<file path="config.mk">
export PLATFORM = sky130hd
export DESIGN_NAME = dbt_timer
export DESIGN_NICKNAME = d
export VERILOG_FILES = /design/src/rtl/dbt_pkg.sv /design/src/rtl/dbt_pin_sync.sv /design/src/rtl/dbt_prescaler.sv /design/src/rtl/dbt_count_core.sv /design/src/rtl/dbt_timer.sv
export SDC_FILE = /design/constraint.sdc
export NUM_CORES = 1
export LEC_CHECK = 0
export ABC_AREA = 1
export BUFFER_PORTS_ARGS = -buffer_cell sky130_fd_sc_hd__buf_2
export CAP_MARGIN = 20
export CORE_UTILIZATION = 61
export DETAILED_ROUTE_END_ITERATION = 8
export PLACE_DENSITY_LB_ADDON = 0.25
export SLEW_MARGIN = 20
export SYNTH_ARGS = -nofsm -noshare
export SYNTH_HDL_FRONTEND = slang
export SYNTH_SLANG_ARGS = --single-unit
</file>
<file path="constraint.sdc">
create_clock -name clk -period 2.2 [get_ports clk]
set_clock_uncertainty 0.1 [all_clocks]
set_input_delay 0.44 -clock clk [delete_from_list [all_inputs] [get_ports clk]]
set_output_delay 0.44 -clock clk [all_outputs]
set_load 0.1 [all_outputs]
</file>
<file path="src/rtl/dbt_pkg.sv">
package dbt_pkg;
  localparam int BYTE_W = 8;
  localparam int LANES  = 2;
  localparam int CNT_W  = BYTE_W * LANES;

  localparam int RA_CFG_A   = 0;
  localparam int RA_CFG_B   = 1;
  localparam int RA_MATCH_L = 2;
  localparam int RA_MATCH_H = 3;
  localparam int RA_CAP_L   = 4;
  localparam int RA_CAP_H   = 5;
  localparam int RA_FLAGS   = 6;
  localparam int RA_CNT_L   = 7;
  localparam int RA_CNT_H   = 8;

  typedef enum logic [1:0] {
    EDGE_FALL = 2'b00,
    EDGE_RISE = 2'b01,
    EDGE_BOTH = 2'b10,
    EDGE_OFF  = 2'b11
  } edge_sel_e;

  // log2 of the divide ratio for each tick code; 0 means external source
  function automatic int unsigned div_shift(input logic [2:0] code);
    case (code)
      3'd1:    return 1;
      3'd2:    return 2;
      3'd3:    return 3;
      3'd4:    return 5;
      3'd5:    return 7;
      3'd6:    return 9;
      3'd7:    return 10;
      default: return 0;
    endcase
  endfunction
endpackage

</file>
<file path="src/rtl/dbt_pin_sync.sv">
module dbt_pin_sync #(
  parameter int STAGES = 2
) (
  input  logic clk,
  input  logic rst,
  input  logic pin,
  output logic rise,
  output logic fall
);
  logic [STAGES-1:0] chain;
  logic              prev;

  for (genvar s = 0; s < STAGES; s++) begin : g_stage
    if (s == 0) begin : g_head
      always_ff @(posedge clk) begin
        if (rst) chain[0] <= 1'b0;
        else     chain[0] <= pin;
      end
    end else begin : g_tail
      always_ff @(posedge clk) begin
        if (rst) chain[s] <= 1'b0;
        else     chain[s] <= chain[s-1];
      end
    end
  end

  always_ff @(posedge clk) begin
    if (rst) prev <= 1'b0;
    else     prev <= chain[STAGES-1];
  end

  assign rise = chain[STAGES-1] & ~prev;
  assign fall = ~chain[STAGES-1] & prev;

  AST_RISE_SINGLE: assert property (@(posedge clk) disable iff (rst)
    rise |=> !rise);
  AST_FALL_SINGLE: assert property (@(posedge clk) disable iff (rst)
    fall |=> !fall);
endmodule

</file>
<file path="src/rtl/dbt_prescaler.sv">
module dbt_prescaler #(
  parameter int PRE_W = 10
) (
  input  logic       clk,
  input  logic       rst,
  input  logic       clr,
  input  logic [2:0] sel,
  input  logic       ext_rise,
  output logic       tick
);
  logic [PRE_W-1:0] acc;
  logic [PRE_W-1:0] mask;
  int unsigned      sh;

  always_comb begin
    sh = dbt_pkg::div_shift(sel);
    for (int b = 0; b < PRE_W; b++) mask[b] = (b < sh);
  end

  always_ff @(posedge clk) begin
    if (rst || clr) acc <= '0;
    else            acc <= acc + PRE_W'(1);
  end

  assign tick = (sel == 3'd0) ? ext_rise : ((acc & mask) == mask);

  AST_TICK_SPACED: assert property (@(posedge clk) disable iff (rst)
    (sel != 3'd0 && tick && !clr) |=> (!tick || sel != $past(sel)));
endmodule

</file>
<file path="src/rtl/dbt_count_core.sv">
module dbt_count_core #(
  parameter int BW    = 8,
  parameter int LANES = 2,
  localparam int W    = BW * LANES
) (
  input  logic         clk,
  input  logic         rst,
  input  logic         start,
  input  logic         run,
  input  logic         tick,
  input  logic         wide,
  input  logic [W-1:0] match,
  input  logic         cap_evt,
  input  logic         cap_en,
  input  logic         cmp_active,
  output logic [W-1:0] cnt,
  output logic [W-1:0] cap,
  output logic         hit_evt,
  output logic         cmp_q
);
  logic hit;

  assign hit = wide ? (cnt == match) : (cnt[BW-1:0] == match[BW-1:0]);
  assign hit_evt = run && tick && hit && !start;

  for (genvar g = 0; g < LANES; g++) begin : g_lane
    logic [BW-1:0] lane_r;
    logic          carry_in;
    logic          lane_on;

    if (g == 0) begin : g_first
      assign carry_in = 1'b1;
      assign lane_on  = 1'b1;
    end else begin : g_rest
      assign carry_in = &cnt[g*BW-1:0];
      assign lane_on  = wide;
    end

    always_ff @(posedge clk) begin
      if (rst || start)        lane_r <= '0;
      else if (!lane_on)       lane_r <= '0;
      else if (run && tick) begin
        if (hit)               lane_r <= '0;
        else if (carry_in)     lane_r <= lane_r + BW'(1);
      end
    end

    assign cnt[g*BW +: BW] = lane_r;
  end

  always_ff @(posedge clk) begin
    if (rst)                  cap <= '0;
    else if (cap_evt && cap_en) cap <= cnt;
  end

  always_ff @(posedge clk) begin
    if (rst || !cmp_active) cmp_q <= 1'b0;
    else if (hit_evt)       cmp_q <= ~cmp_q;
  end

  AST_START_CLEARS: assert property (@(posedge clk) disable iff (rst)
    start |=> cnt == '0);
  AST_HOLD_IDLE: assert property (@(posedge clk) disable iff (rst)
    (!run && !start && wide) |=> $stable(cnt));
  AST_STEP_WIDE: assert property (@(posedge clk) disable iff (rst)
    (run && tick && !hit && !start && wide) |=> cnt == $past(cnt) + W'(1));
  AST_MATCH_WRAP: assert property (@(posedge clk) disable iff (rst)
    hit_evt |=> cnt == '0);
  AST_NARROW_HI: assert property (@(posedge clk) disable iff (rst)
    !wide |=> cnt[W-1:BW] == '0);
  AST_CMP_QUIET: assert property (@(posedge clk) disable iff (rst)
    !cmp_active |=> !cmp_q);
endmodule

</file>
<file path="src/rtl/dbt_timer.sv">
module dbt_timer #(
  parameter int ADDR_W      = 4,
  parameter int PRE_W       = 10,
  parameter int SYNC_STAGES = 2
) (
  input  logic              clk,
  input  logic              rst,
  input  logic              wr_en,
  input  logic              rd_en,
  input  logic [ADDR_W-1:0] addr,
  input  logic [7:0]        wr_data,
  output logic [7:0]        rd_data,
  input  logic              ext_clk_pin,
  input  logic              ext_int_pin,
  output logic              cmp_out,
  output logic              tmr_irq,
  output logic              ext_irq
);
  import dbt_pkg::*;
  localparam int BW = BYTE_W;
  localparam int W  = CNT_W;

  logic [BW-1:0] cfg_a, cfg_b;
  logic [W-1:0]  match_q, cnt, cap;
  logic          tmr_flag, ext_flag;
  logic          start, tick, hit_evt, cap_evt;
  logic          clk_rise, clk_fall_unused, int_rise, int_fall;
  logic          cmp_active;
  edge_sel_e     edge_sel;

  function automatic logic at(input logic [ADDR_W-1:0] a, input int r);
    return a == ADDR_W'(r);
  endfunction

  assign start      = wr_en && at(addr, RA_CFG_A) && wr_data[3];
  assign edge_sel   = edge_sel_e'(cfg_b[4:3]);
  assign cmp_active = cfg_b[2] && !cfg_b[1];

  always_ff @(posedge clk) begin
    if (rst) begin
      cfg_a   <= '0;
      cfg_b   <= '0;
      match_q <= '0;
    end else if (wr_en) begin
      if (at(addr, RA_CFG_A))   cfg_a <= wr_data;
      if (at(addr, RA_CFG_B))   cfg_b <= wr_data;
      if (at(addr, RA_MATCH_L)) match_q[BW-1:0] <= wr_data;
      if (at(addr, RA_MATCH_H)) match_q[W-1:BW] <= wr_data;
    end
  end

  dbt_pin_sync #(.STAGES(SYNC_STAGES)) i_clk_sync (
    .clk(clk), .rst(rst), .pin(ext_clk_pin),
    .rise(clk_rise), .fall(clk_fall_unused)
  );

  dbt_pin_sync #(.STAGES(SYNC_STAGES)) i_int_sync (
    .clk(clk), .rst(rst), .pin(ext_int_pin),
    .rise(int_rise), .fall(int_fall)
  );

  always_comb begin
    case (edge_sel)
      EDGE_FALL: cap_evt = int_fall;
      EDGE_RISE: cap_evt = int_rise;
      EDGE_BOTH: cap_evt = int_rise | int_fall;
      default:   cap_evt = 1'b0;
    endcase
  end

  dbt_prescaler #(.PRE_W(PRE_W)) i_pre (
    .clk(clk), .rst(rst), .clr(start), .sel(cfg_a[2:0]),
    .ext_rise(clk_rise), .tick(tick)
  );

  dbt_count_core #(.BW(BW), .LANES(LANES)) i_core (
    .clk(clk), .rst(rst), .start(start), .run(cfg_a[3]), .tick(tick),
    .wide(cfg_b[0]), .match(match_q), .cap_evt(cap_evt), .cap_en(cfg_a[4]),
    .cmp_active(cmp_active), .cnt(cnt), .cap(cap), .hit_evt(hit_evt),
    .cmp_q(cmp_out)
  );

  // sticky flags: an event in the same cycle wins over a clearing write
  always_ff @(posedge clk) begin
    if (rst) begin
      tmr_flag <= 1'b0;
      ext_flag <= 1'b0;
    end else begin
      if (hit_evt)                                      tmr_flag <= 1'b1;
      else if (wr_en && at(addr, RA_FLAGS) && wr_data[0]) tmr_flag <= 1'b0;
      if (cap_evt)                                      ext_flag <= 1'b1;
      else if (wr_en && at(addr, RA_FLAGS) && wr_data[1]) ext_flag <= 1'b0;
    end
  end

  assign tmr_irq = tmr_flag;
  assign ext_irq = ext_flag;

  always_ff @(posedge clk) begin
    if (rst) rd_data <= '0;
    else if (rd_en) begin
      if      (at(addr, RA_CFG_A))   rd_data <= cfg_a;
      else if (at(addr, RA_CFG_B))   rd_data <= cfg_b;
      else if (at(addr, RA_MATCH_L)) rd_data <= match_q[BW-1:0];
      else if (at(addr, RA_MATCH_H)) rd_data <= match_q[W-1:BW];
      else if (at(addr, RA_CAP_L))   rd_data <= cap[BW-1:0];
      else if (at(addr, RA_CAP_H))   rd_data <= cap[W-1:BW];
      else if (at(addr, RA_FLAGS))   rd_data <= {6'd0, ext_flag, tmr_flag};
      else if (at(addr, RA_CNT_L))   rd_data <= cnt[BW-1:0];
      else if (at(addr, RA_CNT_H))   rd_data <= cnt[W-1:BW];
      else                           rd_data <= '0;
    end
  end

  AST_TFLAG_STICKY: assert property (@(posedge clk) disable iff (rst)
    (tmr_flag && !(wr_en && at(addr, RA_FLAGS) && wr_data[0])) |=> tmr_flag);
  AST_EFLAG_STICKY: assert property (@(posedge clk) disable iff (rst)
    (ext_flag && !(wr_en && at(addr, RA_FLAGS) && wr_data[1])) |=> ext_flag);
  AST_EDGE_OFF_QUIET: assert property (@(posedge clk) disable iff (rst)
    (edge_sel == EDGE_OFF && !ext_flag) |=> !ext_flag);
  AST_CAP_HELD: assert property (@(posedge clk) disable iff (rst)
    !cfg_a[4] |=> $stable(cap));
endmodule

</file>
==> metrics.yaml <==
timing:
  period_needed_ps: 1860
  worst_slew_pin_slew_ps: 487
  hold_viol: 0
  setup_viol_count_final: 0
  rsz0062_at_grt: "false"
  slew_viol_final: 0
  relSlewSlack: 0.677
  fmax_ghz: 0.537
  fin_tns_setup_ps: 0
  fin_crit_sh: 0.847
floorplanning:
  boundaryPins: 29
  start_util: 0.635
  row_count: 31
  die_w_um: 89.3
  core_um2: 7330
  die_h_um: 89.3
  die_area_um2: 7980
power:
  powerDensity_nw_per_um2: 666
  ir_drop_v: 0.000369
  power_frac_seq: 0.494
  p_leak_nw: 2.10
  sw_frac_of_total: 0.239
  p_int_w: 0.00261
  p_clk_frac: 0.429
  p_comb_frac: 0.077
  p_sw_w: 0.000817
detailed_routing:
  via_per_inst: 5.73
  num_vias: 4538
  drc_errors: 0
  drt.antenna.violating_nets: 0
  drt_iter0_markers: 340
  first_pass_iters: 6
  wirelength_um: 12500
  wl_per_cell_um: 15.7
yosys:
  synthCells: 665
  yosys_register_bits: 91
  synth_cell_types: 36
  syn_area_um2: 4650
  syn-num-nets: 688
  yosysSeqAreaShare: 0.392
  yosys_warnings: 0
  syn_avg_cell_area_um2: 7.00
clock_network:
  clock-root-buffer: "clkbuf_8"
  cts_tree: "done"
  ctsResizeCount: 0
  clock_latency_ps: 360
  cts_setup_buffers: 0
  cts_buffer_depth: 2
  htree_levels: 3
  ctsHoldBuffers: 0
  clk_pin_slew_worst_paths_ps: 90
  cts_buffers: 9
  clock-sinks: 91
grt:
  grt_pass1_wl_um: 19900
  antenna_found_initial: 0
  grt_overflow: 0
  grt_use_total: 0.333
  grt_pass1_vias: 4127
  grt_max_degree: 37
placed_design:
  gp_congestion: 0.974
  dp_hpwl_um: 9170
  dp.cells: 777
  portBuffers: 28
worst_setup_path:
  r2r_slack_ps: 340
  end_kind: "flop"
  crit_arrival_ps: 2010
  worstPathMaxFanout: 9
  start_kind: "flop"
  rr_startpoint: "i_core.g_lane[0].lane_r[0]"
  crit_type: "flop to flop"
  worst_r2r_path_depth: 6
  r2r-end: "i_core.g_lane[1].lane_r[5]"
  required_ps: 2340
cells_and_area:
  layout.cells.non_filler: 792
  final_core_util: 0.702
  drive_gt1_frac: 0.139
  diodes: 0
  syn_to_final_growth_pct: 10.5
  layout.nets: 712
min_path:
  min_path_cells: 3
  hold_end: "i_int_sync.chain[0]"
  min_from: "ext_int_pin"
  hold_path.class: "primary input to flop"
flow_run:
  maxCapViolations: 0
status:
  status: "completed"
-- per-stage QoR --
| stage | setup slack (ps) | hold slack, ps | total power (W) | area [µm²] |
|---|---|---|---|---|
| floorplan | 561 | 288 | 0.00191 | 4650 |
| global placement | 270 | 296 | 0.00198 | 4880 |
| detailed placement | 241 | 298 | 0.00199 | 4880 |
| CTS | 371 | 170 | 0.00344 | 5140 |
| global route | 208 | 175 | 0.00353 | 5140 |
| finish | 337 | 176 | 0.00342 | 5140 |
-- power groups by stage --
stage / sequential [W] / clock [W] / combinational (W)
2_1_floorplan: 0.00176 / 0 / 0.000152
6_report: 0.00169 / 0.00147 / 0.000264
3_5_place_dp: 0.00173 / 0 / 0.000260
4_1_cts: 0.00169 / 0.00148 / 0.000261
3_3_place_gp: 0.00173 / 0 / 0.000255
5_1_grt: 0.00169 / 0.00155 / 0.000287
-- cell families after synthesis --
logic type,after synthesis,share of synthesized area
xor+xnor,22,0.0414
simple gates,305,0.312
flops,91,0.392
fa+ha+maj,5,0.0134
buf+inv,113,0.102
compound gates,129,0.140
-- state kept, by name, indices dropped and copies added (netlist names) --
register and cells:
cfg_a 8, ext_irq 1, i_clk_sync.prev 1, i_int_sync.prev 1, i_core.g_lane.lane_r 16, i_core.cmp_q 1, i_int_sync.chain 2, rd_data 8
match_q 16, i_pre.acc 10, i_core.cap 16, tmr_irq 1, cfg_b 8, i_clk_sync.chain 2
-- layout make-up --
cell class | instances | area [µm²]
Fill cell | 649 | 2190
Sequential cell | 91 | 1820
Timing Repair Buffer | 44 | 273
Clock buffer | 9 | 124
Tap cell | 99 | 124
Multi-Input combinational cell | 461 | 2360
Clock inverter | 6 | 136
Inverter | 82 | 308
-- worst max path at each step --
stage | startpoint | endpoint | slack [ps] | cells after the start
6_report | i_core.g_lane[0].lane_r[0] | i_core.g_lane[1].lane_r[5] | 340 | 6
5_1_grt | i_int_sync.prev | i_core.cap[4] | 210 | 10
4_1_cts | i_int_sync.prev | i_core.cap[8] | 370 | 10
3_5_place_dp | addr[3] | cfg_b[2] | 240 | 7
3_3_place_gp | addr[3] | cfg_b[4] | 270 | 7
2_1_floorplan | addr[0] | i_core.g_lane[1].lane_r[0] | 560 | 11
-- per-layer routing --
layer  up-vias  global-route usage  routed length, µm
met4         0               0.162                507
met1      2084               0.414               5150
met3        50              0.0813                942
li1       2216                   -                  -
met5         -                   0                  0
met2       188               0.541               5850
-- cell usage after synthesis (all sizes together) --
cell type	instances	area, µm²
inv	81	304
nor2	54	245
xnor2	10	87.6
o21ai	43	215
nand4	29	188
nor3b	2	15.0
clkbuf	12	47.6
dfxtp	91	1820
clkinv	1	3.75
nand2	149	589
or2	3	18.8
nand3b	3	22.5
buf	19	119
a21oi	85	429
nor3	11	71.3
o21bai	1	7.51
xor2	12	105
nand3	54	300
ha	5	62.6
-- worst max-delay path: stages, from the launching register on --
cell and delay, ps:
dfxtp_1 590, ha_1 360, nand3_2 140, nor2_4 230, nand2_4 140, nand3_1 120, a21oi_1 80
-- cell usage in the layout, fill, tap and decap left out, drive strengths merged --
cell type and count:
bufinv 4, nand3b 3, xnor2 10, clkinvlp 1, o21ai 43, nor2 54
or2 3, inv 82, ha 5, clkbuf 9, nor3b 2, nand3 54
o21bai 1, xor2 12, clkinv 1, buf 44, nand4 29, dfxtp 91
a21oi 85, nand2 149, nor3 11
No activity file was read; power rests on OpenSTA's default activity.
